===== src/rtl/pio_timing_pkg.sv =====
package pio_timing_pkg;
  localparam int CNT_W = 5;

  typedef enum logic [1:0] {PH_IDLE, PH_SETUP, PH_ACTIVE, PH_RECOV} phase_e;

  // Active nibble: zero wraps to 16 clocks.
  function automatic logic [CNT_W-1:0] act_clks(input logic [3:0] n);
    return (n == 4'd0) ? CNT_W'(16) : {1'b0, n};
  endfunction

  // Recovery code: 0 and 15 mean 16, others mean code+1.
  function automatic logic [CNT_W-1:0] rec_clks(input logic [3:0] c);
    if (c == 4'd0 || c == 4'd15) return CNT_W'(16);
    return {1'b0, c} + CNT_W'(1);
  endfunction

  // Address setup code to clocks.
  function automatic logic [CNT_W-1:0] setup_clks(input logic [1:0] s);
    case (s)
      2'b01:   return CNT_W'(2);
      2'b10:   return CNT_W'(3);
      2'b00:   return CNT_W'(4);
      default: return CNT_W'(5);
    endcase
  endfunction
endpackage


===== src/rtl/pio_cfg_regs.sv =====
module pio_cfg_regs #(
  parameter int ADDR_W = 2,
  parameter int DATA_W = 8,
  parameter int NDRV   = 2
) (
  input  logic              clk,
  input  logic              rst,
  input  logic              we,
  input  logic [ADDR_W-1:0] addr,
  input  logic [DATA_W-1:0] wdata,
  input  logic              irq_set,
  output logic [DATA_W-1:0] tim0,
  output logic [DATA_W-1:0] tim1,
  output logic [1:0]        su0,
  output logic [1:0]        su1,
  output logic              irq_flag
);
  localparam int SU_HI   = DATA_W - 1;
  localparam int FLAG_B  = 4;

  logic [DATA_W-1:0] tim_mem [NDRV];
  logic [1:0]        su_mem  [NDRV];

  always_ff @(posedge clk) begin
    if (rst) begin
      for (int i = 0; i < NDRV; i++) begin
        tim_mem[i] <= '0;
        su_mem[i]  <= 2'b11;
      end
    end else if (we) begin
      if (!addr[1]) tim_mem[addr[0]] <= wdata;
      else          su_mem[addr[0]]  <= wdata[SU_HI -: 2];
    end
  end

  always_ff @(posedge clk) begin
    if (rst)                                       irq_flag <= 1'b0;
    else if (irq_set)                              irq_flag <= 1'b1;
    else if (we && addr == 2 && wdata[FLAG_B])     irq_flag <= 1'b0;
  end

  assign tim0 = tim_mem[0];
  assign tim1 = tim_mem[1];
  assign su0  = su_mem[0];
  assign su1  = su_mem[1];


  flag_keep_chk: assert property (@(posedge clk) disable iff (rst)
    (we && addr == 2 && !wdata[FLAG_B] && !irq_set) |=> $stable(irq_flag));
endmodule


===== src/rtl/pio_phase_fsm.sv =====
module pio_phase_fsm
  import pio_timing_pkg::*;
(
  input  logic             clk,
  input  logic             rst,
  input  logic             start,
  input  logic             wr_in,
  input  logic [CNT_W-1:0] setup_n,
  input  logic [CNT_W-1:0] act_n,
  input  logic [CNT_W-1:0] rec_n,
  output logic             busy,
  output logic             rd_stb,
  output logic             wr_stb,
  output logic             done
);
  phase_e           st_q, st_d;
  logic [CNT_W-1:0] cnt_q, cnt_d, act_q, act_d, rec_q, rec_d;
  logic             wr_q, wr_d, done_d;

  always_comb begin
    st_d   = st_q;
    cnt_d  = cnt_q;
    act_d  = act_q;
    rec_d  = rec_q;
    wr_d   = wr_q;
    done_d = 1'b0;
    case (st_q)
      PH_IDLE: if (start) begin
        st_d  = PH_SETUP;
        cnt_d = setup_n - CNT_W'(1);
        act_d = act_n;
        rec_d = rec_n;
        wr_d  = wr_in;
      end
      PH_SETUP: if (cnt_q == '0) begin
        st_d  = PH_ACTIVE;
        cnt_d = act_q - CNT_W'(1);
      end else cnt_d = cnt_q - CNT_W'(1);
      PH_ACTIVE: if (cnt_q == '0) begin
        st_d  = PH_RECOV;
        cnt_d = rec_q - CNT_W'(1);
      end else cnt_d = cnt_q - CNT_W'(1);
      default: if (cnt_q == '0) begin
        st_d   = PH_IDLE;
        done_d = 1'b1;
      end else cnt_d = cnt_q - CNT_W'(1);
    endcase
  end

  always_ff @(posedge clk) begin
    if (rst) begin
      st_q   <= PH_IDLE;
      cnt_q  <= '0;
      act_q  <= '0;
      rec_q  <= '0;
      wr_q   <= 1'b0;
      busy   <= 1'b0;
      rd_stb <= 1'b0;
      wr_stb <= 1'b0;
      done   <= 1'b0;
    end else begin
      st_q   <= st_d;
      cnt_q  <= cnt_d;
      act_q  <= act_d;
      rec_q  <= rec_d;
      wr_q   <= wr_d;
      busy   <= (st_d != PH_IDLE);
      rd_stb <= (st_d == PH_ACTIVE) && !wr_d;
      wr_stb <= (st_d == PH_ACTIVE) && wr_d;
      done   <= done_d;
    end
  end


  strobe_excl_chk: assert property (@(posedge clk) disable iff (rst)
    !(rd_stb && wr_stb));

  stb_in_busy_chk: assert property (@(posedge clk) disable iff (rst)
    (rd_stb || wr_stb) |-> busy);

  done_single_chk: assert property (@(posedge clk) disable iff (rst)
    done |=> !done);

  done_idle_chk: assert property (@(posedge clk) disable iff (rst)
    done |-> !busy);

  setup_first_chk: assert property (@(posedge clk) disable iff (rst)
    $rose(rd_stb || wr_stb) |-> $past(busy));

  recov_after_chk: assert property (@(posedge clk) disable iff (rst)
    $fell(rd_stb || wr_stb) |-> busy);
endmodule


===== src/rtl/pio_cycle_timer.sv =====
module pio_cycle_timer
  import pio_timing_pkg::*;
#(
  parameter int SHARED_SETUP = 0
) (
  input  logic       clk,
  input  logic       rst,
  input  logic       cfg_we,
  input  logic [1:0] cfg_addr,
  input  logic [7:0] cfg_wdata,
  input  logic       irq_set,
  input  logic       req_valid,
  input  logic       req_drive,
  input  logic       req_write,
  output logic       busy,
  output logic       rd_strobe,
  output logic       wr_strobe,
  output logic       done,
  output logic       irq_flag
);
  logic [7:0]       tim0, tim1, tim_sel;
  logic [1:0]       su0, su1;
  logic [CNT_W-1:0] setup_n, act_n, rec_n;
  logic             start;

  pio_cfg_regs #(.ADDR_W(2), .DATA_W(8), .NDRV(2)) u_regs (
    .clk(clk), .rst(rst), .we(cfg_we), .addr(cfg_addr), .wdata(cfg_wdata),
    .irq_set(irq_set), .tim0(tim0), .tim1(tim1), .su0(su0), .su1(su1),
    .irq_flag(irq_flag)
  );

  assign tim_sel = req_drive ? tim1 : tim0;
  assign act_n   = act_clks(tim_sel[7:4]);
  assign rec_n   = rec_clks(tim_sel[3:0]);

  generate
    if (SHARED_SETUP != 0) begin : g_common
      logic unused_su1;
      assign unused_su1 = ^su1;
      assign setup_n    = setup_clks(su0);
    end else begin : g_split
      logic [CNT_W-1:0] s0, s1;
      assign s0      = setup_clks(su0);
      assign s1      = setup_clks(su1);
      assign setup_n = (s0 > s1) ? s0 : s1;
    end
  endgenerate

  assign start = req_valid && !busy;

  pio_phase_fsm u_fsm (
    .clk(clk), .rst(rst), .start(start), .wr_in(req_write),
    .setup_n(setup_n), .act_n(act_n), .rec_n(rec_n),
    .busy(busy), .rd_stb(rd_strobe), .wr_stb(wr_strobe), .done(done)
  );
endmodule


===== config.mk =====
export PLATFORM = sky130hd
export DESIGN_NAME = pio_cycle_timer
export DESIGN_NICKNAME = d
export VERILOG_FILES = /design/src/rtl/pio_timing_pkg.sv /design/src/rtl/pio_cfg_regs.sv /design/src/rtl/pio_phase_fsm.sv /design/src/rtl/pio_cycle_timer.sv
export SDC_FILE = /design/constraint.sdc
export NUM_CORES = 1
export LEC_CHECK = 0
export BUFFER_PORTS_ARGS = -buffer_cell sky130_fd_sc_hd__buf_2
export CAP_MARGIN = 20
export CORE_ASPECT_RATIO = 1.4
export CORE_MARGIN = 2
export CORE_UTILIZATION = 60
export CTS_BUF_LIST = sky130_fd_sc_hd__clkbuf_4 sky130_fd_sc_hd__clkbuf_8
export CTS_CLUSTER_SIZE = 24
export DETAILED_ROUTE_END_ITERATION = 12
export GPL_TIMING_DRIVEN = 0
export PLACE_DENSITY = 0.8
export SYNTH_ARGS = -nofsm -noshare
export SYNTH_HDL_FRONTEND = slang
export SYNTH_SLANG_ARGS = --single-unit

===== constraint.sdc =====
create_clock -name clk -period 3.15 [get_ports clk]
set_input_delay 0.4725 -clock clk [delete_from_list [all_inputs] [get_ports clk]]
set_output_delay 0.4725 -clock clk [all_outputs]
set_load 0.005 [all_outputs]

==> results_dict.tcl, run 1 <==
set metrics [dict create \
    grt_start_max_net_pins 13 \
    avgSynthCellArea_um2 9.460 \
    drtAntennaViolNets 0 \
    hold_buffers 0 \
    drc 0 \
    synth_seq_area_share_pct 42.81 \
    finalHoldViolCount 0 \
    root_buffer "clkbuf_8" \
    async_reset_ff_share_pct 0 \
    dieHeight_um 80.05 \
    cp-start-kind "flip-flop" \
    p_sw_share_pct 40.09 \
    status "finished, final reports clean" \
    cts.htree.levels 2 \
    synth_top_cell_by_area "edfxtp_1" \
    fin_nets 325 \
    syn_nets 297 \
    die_w_um 58.32 \
    grt_pass1_vias 1851 \
    fin_tns_setup_ps 0 \
    grt_pass1_wl_mm 7.797 \
    clock.fmax_ghz 0.3425 \
    power_frac_seq_pct 35.8 \
    overflow 0 \
    synthMostInstantiatedCell "nor2_1" \
    vdd_drop_max_v 0.0006744 \
    drt-total-wl_mm 4.527 \
    rsz0062_at_grt "no" \
    path_max_fanout 5 \
    initial_utilization_pct 62.71 \
    drive_above_1_share_pct 14.78 \
    synth.top_cells.by_area "edfxtp_1 24%, dfxtp_1 19%, ha_1 9.1%" \
    n_fill_cell 310 \
    cp-end-kind "flip-flop" \
    p_leak_nw 1.134 \
    vias 1962 \
    firstDrtPassIters 4 \
    core_um2 3953 \
    multi_input_comb_area_um2 1309 \
    ys_warn_count 0 \
    io_buffers 21 \
    fin_crit_sh_pct 92.68 \
    synth-main-ff-cell "dfxtp_1" \
    tritoncts "yes" \
    crit_type "reg2reg" \
    crit_arrival_ps 3100 \
    p_clk_share_pct 16.5 \
    max-slew-margin-rel_pct 50.96 \
    finalSetupViolations 0 \
    antenna_found_initial 0 \
    worst_pin_slew_ps 733.6 \
    combPwrFrac_pct 47.7 \
    syn_inst 262 \
    worstHoldPathType "in2reg" \
    clk-insertion-delay-late_ps 290 \
    place.detailed.hpwl_mm 3.511 \
    routabilityCongestion 0.8713 \
    period_minus_slack_ps 2920 \
    first_iter_violations 83 \
    wl_per_cell_um 13.55 \
    ys_ff_latch 43 \
    n_antenna_cell 0 \
    drt-vias-per-instance 5.874 \
    synth_common_cells "26 x nor2_1, 23 x dfxtp_1, 20 x edfxtp_1, 19 x inv_1, 18 x ha_1" \
    synth-edff-count 20 \
    p_per_area_nw_per_um2 801.3 \
    synth_top_area_share_pct 24.23 \
    slew_violations 0 \
    clockBufferDepth 2 \
    finClkSkew_ps 7.575 \
    io_pins 22 \
    cts_num_sinks 43 \
    utilization_pct 69.04 \
    rows 27 \
    area_delta_synth_final_pct 10.10 \
    dieArea_um2 4669 \
    ff_latch_area_um2 1061 \
    drv_cap 0 \
    intPower_mw 1.310 \
    critPathRequiredTime_ps 3330 \
    clk_pin_slew_ps 80 \
    ys_types 46 \
    cts_buffers 5 \
    p_switching_uw 876.6 \
    syn-cell-area_um2 2479 \
    grt_usage_pct 21.64 \
]
## final timing paths
check / startpoint / endpoint / slack, ps / cells after the start
worst max-delay path: u_regs.su_mem[0][1]$_SDFFCE_PN1P_ / u_fsm.cnt_q[4]$_SDFFE_PP0P_ / 230 / 13
worst min-delay path: irq_set / u_regs.irq_flag$_SDFFE_PP0P_ / 390 / 3
worst max register to register: u_regs.su_mem[0][1]$_SDFFCE_PN1P_ / u_fsm.cnt_q[4]$_SDFFE_PP0P_ / 230 / 13
worst min register to register: u_regs.irq_flag$_SDFFE_PP0P_ / u_regs.irq_flag$_SDFFE_PP0P_ / 500 / 2
## metal layers
| metal | global-route usage, % | wire (um) | up-vias |
|---|---|---|---|
| met5 | 0 | 0 | - |
| met4 | 9.070 | 72 | 0 |
| met3 | 4.026 | 141 | 7 |
| met2 | 39.66 | 2472 | 40 |
| met1 | 23.70 | 1841 | 912 |
| li1 | - | - | 1003 |
## cell usage in the layout (no fill, tap or decap), types with 2 or more instances in the layout
cell	n
a211oi_1	6
a21oi_1	12
a221oi_1	3
a22oi_1	4
a31oi_1	4
and2_1	17
buf_2	24
clkbuf_1	6
clkbuf_4	3
clkbuf_8	5
dfxtp_1	23
edfxtp_1	20
ha_1	18
inv_1	19
mux2i_1	10
nand2_1	12
nand2b_1	5
nand3_1	3
nor2_1	26
nor2b_1	3
nor3_1	12
nor3b_1	2
nor4_1	6
o21ai_0	10
o31ai_1	2
or2_2	4
or3_1	2
or4_1	2
xnor2_1	6
xor2_1	2
## area by class of cell
type / count / area share [%]
Sequential cell: 43 / 38.88
Buffer: 9 / 1.376
Tap cell: 43 / 1.972
Inverter: 19 / 2.613
Timing Repair Buffer: 21 / 3.851
Clock buffer: 8 / 3.347
Multi-Input combinational cell: 191 / 47.96
## kinds of logic after synthesis
kind of cell | count (synthesis) | share of synthesized area (%)
mux | 11 | 4.493
simple gates | 102 | 22.56
xor+xnor | 8 | 2.827
flops | 43 | 42.81
compound gates | 52 | 13.83
fa+ha+maj | 18 | 9.086
buf+inv | 28 | 4.392
## power groups by stage
stage                     clock, mW  sequential, mW  combinational [mW]
after detailed placement          0           0.793                1.03
final                         0.362           0.783                1.04
after global routing          0.392           0.795                1.17
after global placement            0           0.788                1.01
after floorplan                   0           0.773               0.822
after CTS                     0.362           0.781                1.03
## critical path: stages, from the launching register on
cell	delay [ps]
edfxtp_1	410
ha_1	380
inv_1	60
ha_1	300
nand3_1	110
a21boi_1	240
mux2_2	390
ha_1	180
ha_1	160
nor2b_1	140
o21ai_1	170
a31oi_1	100
o21ai_0	110
a31oi_1	60
## state kept, by name, indices dropped and copies added (netlist names)
name / count
u_fsm.cnt_q: 5
u_fsm.act_q: 5
u_fsm.wr_q: 1
u_fsm.wr_stb: 1
u_fsm.done: 1
u_fsm.busy: 1
u_fsm.rec_q: 5
u_regs.tim_mem: 16
u_fsm.st_q: 2
u_fsm.rd_stb: 1
u_regs.su_mem: 4
u_regs.irq_flag: 1
## per-stage QoR
| step | cells | power (mW) | instance area (um2) | hold WS [ps] | worst slack (ps) |
|---|---|---|---|---|---|
| 6_report | 334 | 2.187 | 2729 | 392.9 | 230.5 |
| 5_1_grt | 334 | 2.356 | 2729 | 425.0 | 4.651 |
| 4_1_cts | 334 | 2.176 | 2729 | 397.5 | 106.0 |
| 3_5_place_dp | 326 | 1.820 | 2638 | 490.7 | 106.7 |
| 3_3_place_gp | 326 | 1.799 | 2638 | 461.3 | 165.5 |
| 2_1_floorplan | 262 | 1.595 | 2479 | 468.6 | 363.7 |
## repair_timing
| item | CTS | global route |
|---|---|---|
| setup buffers | 0 | 0 |
| resized for setup | 0 | 2 |
| endpoints found under the setup margin | 0 | 2 |
Power figures use the tool's default switching activity.
==> run 2, diff against run 1 <==
Settings changed: ABC_AREA from default to 1.
==> run 2 against run 1 <==
Against the previous run: core utilization rose by 0.82 points; wire length grew 3.9%; fmax rose by 3.0%; critical endpoint is now u_fsm.cnt_q[1]$_SDFFE_PP0P_; final cell count up 15%.
==> results_dict.tcl, run 2 <==
set metrics [dict create \
    initial_utilization_pct 63.28 \
    synth_top_cell_by_area "edfxtp_1" \
    design_area_um2 2761 \
    grt_start_max_net_pins 13 \
    dpl_cell_area_um2 2655 \
    cts_buffers 5 \
    synth-main-ff-cell "dfxtp_1" \
    yosys-mux-area-fraction_pct 1.601 \
    drt-vias-per-instance 5.460 \
    dieArea_um2 4708 \
    clockBufferDepth 2 \
    syn_inst 313 \
    worstHoldPathType "in2reg" \
    routabilityCongestion 0.8434 \
    r2r_cells 13 \
    r2r_setup_slack_ps 310 \
    clk-insertion-delay-late_ps 300 \
    fin_crit_sh_pct 90.01 \
    first_iter_violations 35 \
    layout_commonest_cell "nand2_1" \
    synth-compound-area-share_pct 11.46 \
    vias 2091 \
    rsz0062_at_grt "no" \
    post_cts_buffers 0 \
    path_max_fanout 5 \
    io_buffers 20 \
    drc 0 \
    drive_above_1_share_pct 14.41 \
    cts_resized 0 \
    drtAntennaViolNets 0 \
    die_w_um 58.57 \
    drv_cap 0 \
    max-slew-margin-rel_pct 64.90 \
    finalSetupViolations 0 \
    n_antenna_cell 0 \
    period_minus_slack_ps 2835 \
    regMostFlops "u_regs.tim_mem" \
    worst-path-stages 13 \
    ys_warn_count 0 \
    finClkSkew_ps 3.693 \
    root_buffer "clkbuf_8" \
    grt_pass1_vias 1994 \
    critPathRequiredTime_ps 3390 \
    critPathCapture "u_fsm.cnt_q[1]$_SDFFE_PP0P_" \
    avgSynthCellArea_um2 7.991 \
    ys_types 34 \
    drt-total-wl_mm 4.704 \
    cp-start-kind "flip-flop" \
    stdcell_count 383 \
    path_cells "ha_1, inv_1, ha_1, nand2_1, o21ai_1, nand2_1, nand2_1, o21ai_0, ha_1, or2_2, a21oi_1, a211oi_1, nor2_1" \
    cpLargestDelayFamily "adder cells" \
    placed_cells_incl_taps 376 \
    crit_arrival_ps 3080 \
    ff_latch_area_um2 1061 \
    clk_pin_slew_ps 80 \
    largest_register_ffs 16 \
    firstDrtPassIters 4 \
    multi_input_comb_area_um2 1230 \
    hold_buffers 0 \
    rr_startpoint "u_regs.su_mem[1][1]$_SDFFCE_PN1P_" \
    core_um2 3953 \
    tritoncts "yes" \
    p_leak_nw 1.302 \
    mostFrequentLayoutCells "76 x nand2_1, 42 x inv_1, 39 x nor2_1" \
    place.detailed.hpwl_mm 3.651 \
    slowest_delay_ps 400 \
    synthMostInstantiatedCell "nand2_1" \
    area_delta_synth_final_pct 10.41 \
    synth_seq_area_share_pct 42.42 \
    cp-end-kind "flip-flop" \
    cts.htree.levels 2 \
    vdd_drop_max_v 0.0007316 \
    synth_xor_xnor_area_share_pct 1.751 \
    overflow 0 \
    fin_nets 375 \
    p_per_area_nw_per_um2 819.3 \
    crit_buf_inv 1 \
    synth_common_cells "76 x nand2_1, 42 x inv_1, 39 x nor2_1, 23 x dfxtp_1, 20 x edfxtp_1" \
    clock.fmax_ghz 0.3527 \
    finalHoldViolCount 0 \
    synth_top_area_share_pct 24.01 \
    synth.top_cells.by_area "edfxtp_1 24%, dfxtp_1 18%, nand2_1 11%" \
    fin_tns_setup_ps 0 \
    rows 27 \
    r2r_end "u_fsm.cnt_q[1]$_SDFFE_PP0P_" \
    n_fill_cell 345 \
    grt_pass1_wl_mm 8.073 \
    crit_start "u_regs.su_mem[1][1]$_SDFFCE_PN1P_" \
    status "finished, final reports clean" \
    synth-simple-area-share_pct 25.36 \
    slew_violations 0 \
    cp_slowest_cell "edfxtp_1" \
    wl_per_cell_um 12.28 \
    dieHeight_um 80.40 \
    cts_num_sinks 43 \
    syn_nets 348 \
    ys_ff_latch 43 \
    syn-cell-area_um2 2501 \
    grt_usage_pct 22.85 \
    io_pins 22 \
    antenna_found_initial 0 \
    synth-edff-count 20 \
    async_reset_ff_share_pct 0 \
    synthAdderAreaFrac_pct 9.005 \
    worst_pin_slew_ps 526.5 \
    crit_type "reg2reg" \
    synth_top_family_by_area "simple AND/OR/NAND/NOR gates" \
]
## run 2: changes by cell type after synthesis, moves of 5 or more
cell and change:
inv_1 +23, nor4_1 -5, nand3_1 +6, and2_1 -17, nand2_1 +64, nor2_1 +13, nand4_1 +5, o21ai_1 +8
mux2i_1 -6, nand2b_1 -5, inv_2 +5, a21oi_1 +7, nor3_1 -8
## run 2: kinds of logic after synthesis
family	after synthesis
simple gates	143
xor+xnor	5
compound gates	48
buf+inv	52
mux	4
flops	43
fa+ha+maj	18
## run 2: routing by layer
metal / global-route usage (%) / wire length [um] / up-vias
li1: - / - / 1066
met1: 22.23 / 1819 / 974
met2: 43.93 / 2595 / 43
met3: 4.348 / 183 / 8
met4: 11.40 / 106 / 0
met5: 0 / 0 / -
## run 2: report_power, final
part	leakage [nW]	total [mW]	switching (mW)	internal, mW
Combinational	0.863	1.06	0.659	0.403
Clock	0.0547	0.422	0.181	0.241
Sequential	0.384	0.779	0.0876	0.691
## run 2: final cells by class
| class | count | area share (%) |
|---|---|---|
| multi-input combinational | 218 | 44.54 |
| sequential | 43 | 38.42 |
| inverter | 48 | 6.525 |
| timing repair buffer | 20 | 3.625 |
| clock buffer | 6 | 2.764 |
| tap | 43 | 1.948 |
| clock inverter | 1 | 1.087 |
| buffer | 4 | 1.087 |
## run 2: tightest hold or removal path, cell delays in order
cell and delay [ps]:
buf_2 90, inv_1 40, a21oi_1 60
## run 2: per-stage QoR
stage / utilization (%) / power (mW) / hold WS, ps / setup slack (ps)
global placement: 67.17 / 1.812 / 459.5 / 481.1
finish: 69.86 / 2.263 / 418.3 / 314.5
CTS: 69.86 / 2.269 / 416.2 / 328.6
detailed placement: 67.17 / 1.845 / 472.2 / 357.3
floorplan: - / 1.621 / 444.9 / 702.4
global route: 69.86 / 2.432 / 432.8 / 33.87
## run 2: worst min path at each step
| stage | from | endpoint | slack [ps] | cells past startpoint |
|---|---|---|---|---|
| 6_report | irq_set | u_regs.irq_flag$_SDFFE_PP0P_ | 420 | 3 |
| 5_1_grt | rst | u_fsm.done$_SDFF_PP0_ | 430 | 2 |
| 4_1_cts | rst | u_fsm.done$_SDFF_PP0_ | 420 | 2 |
| 3_5_place_dp | u_fsm.act_q[1]$_SDFFE_PP0P_ | u_fsm.act_q[1]$_SDFFE_PP0P_ | 470 | 2 |
| 3_3_place_gp | u_fsm.act_q[1]$_SDFFE_PP0P_ | u_fsm.act_q[1]$_SDFFE_PP0P_ | 460 | 2 |
| 2_1_floorplan | u_fsm.act_q[1]$_SDFFE_PP0P_ | u_fsm.act_q[1]$_SDFFE_PP0P_ | 440 | 2 |
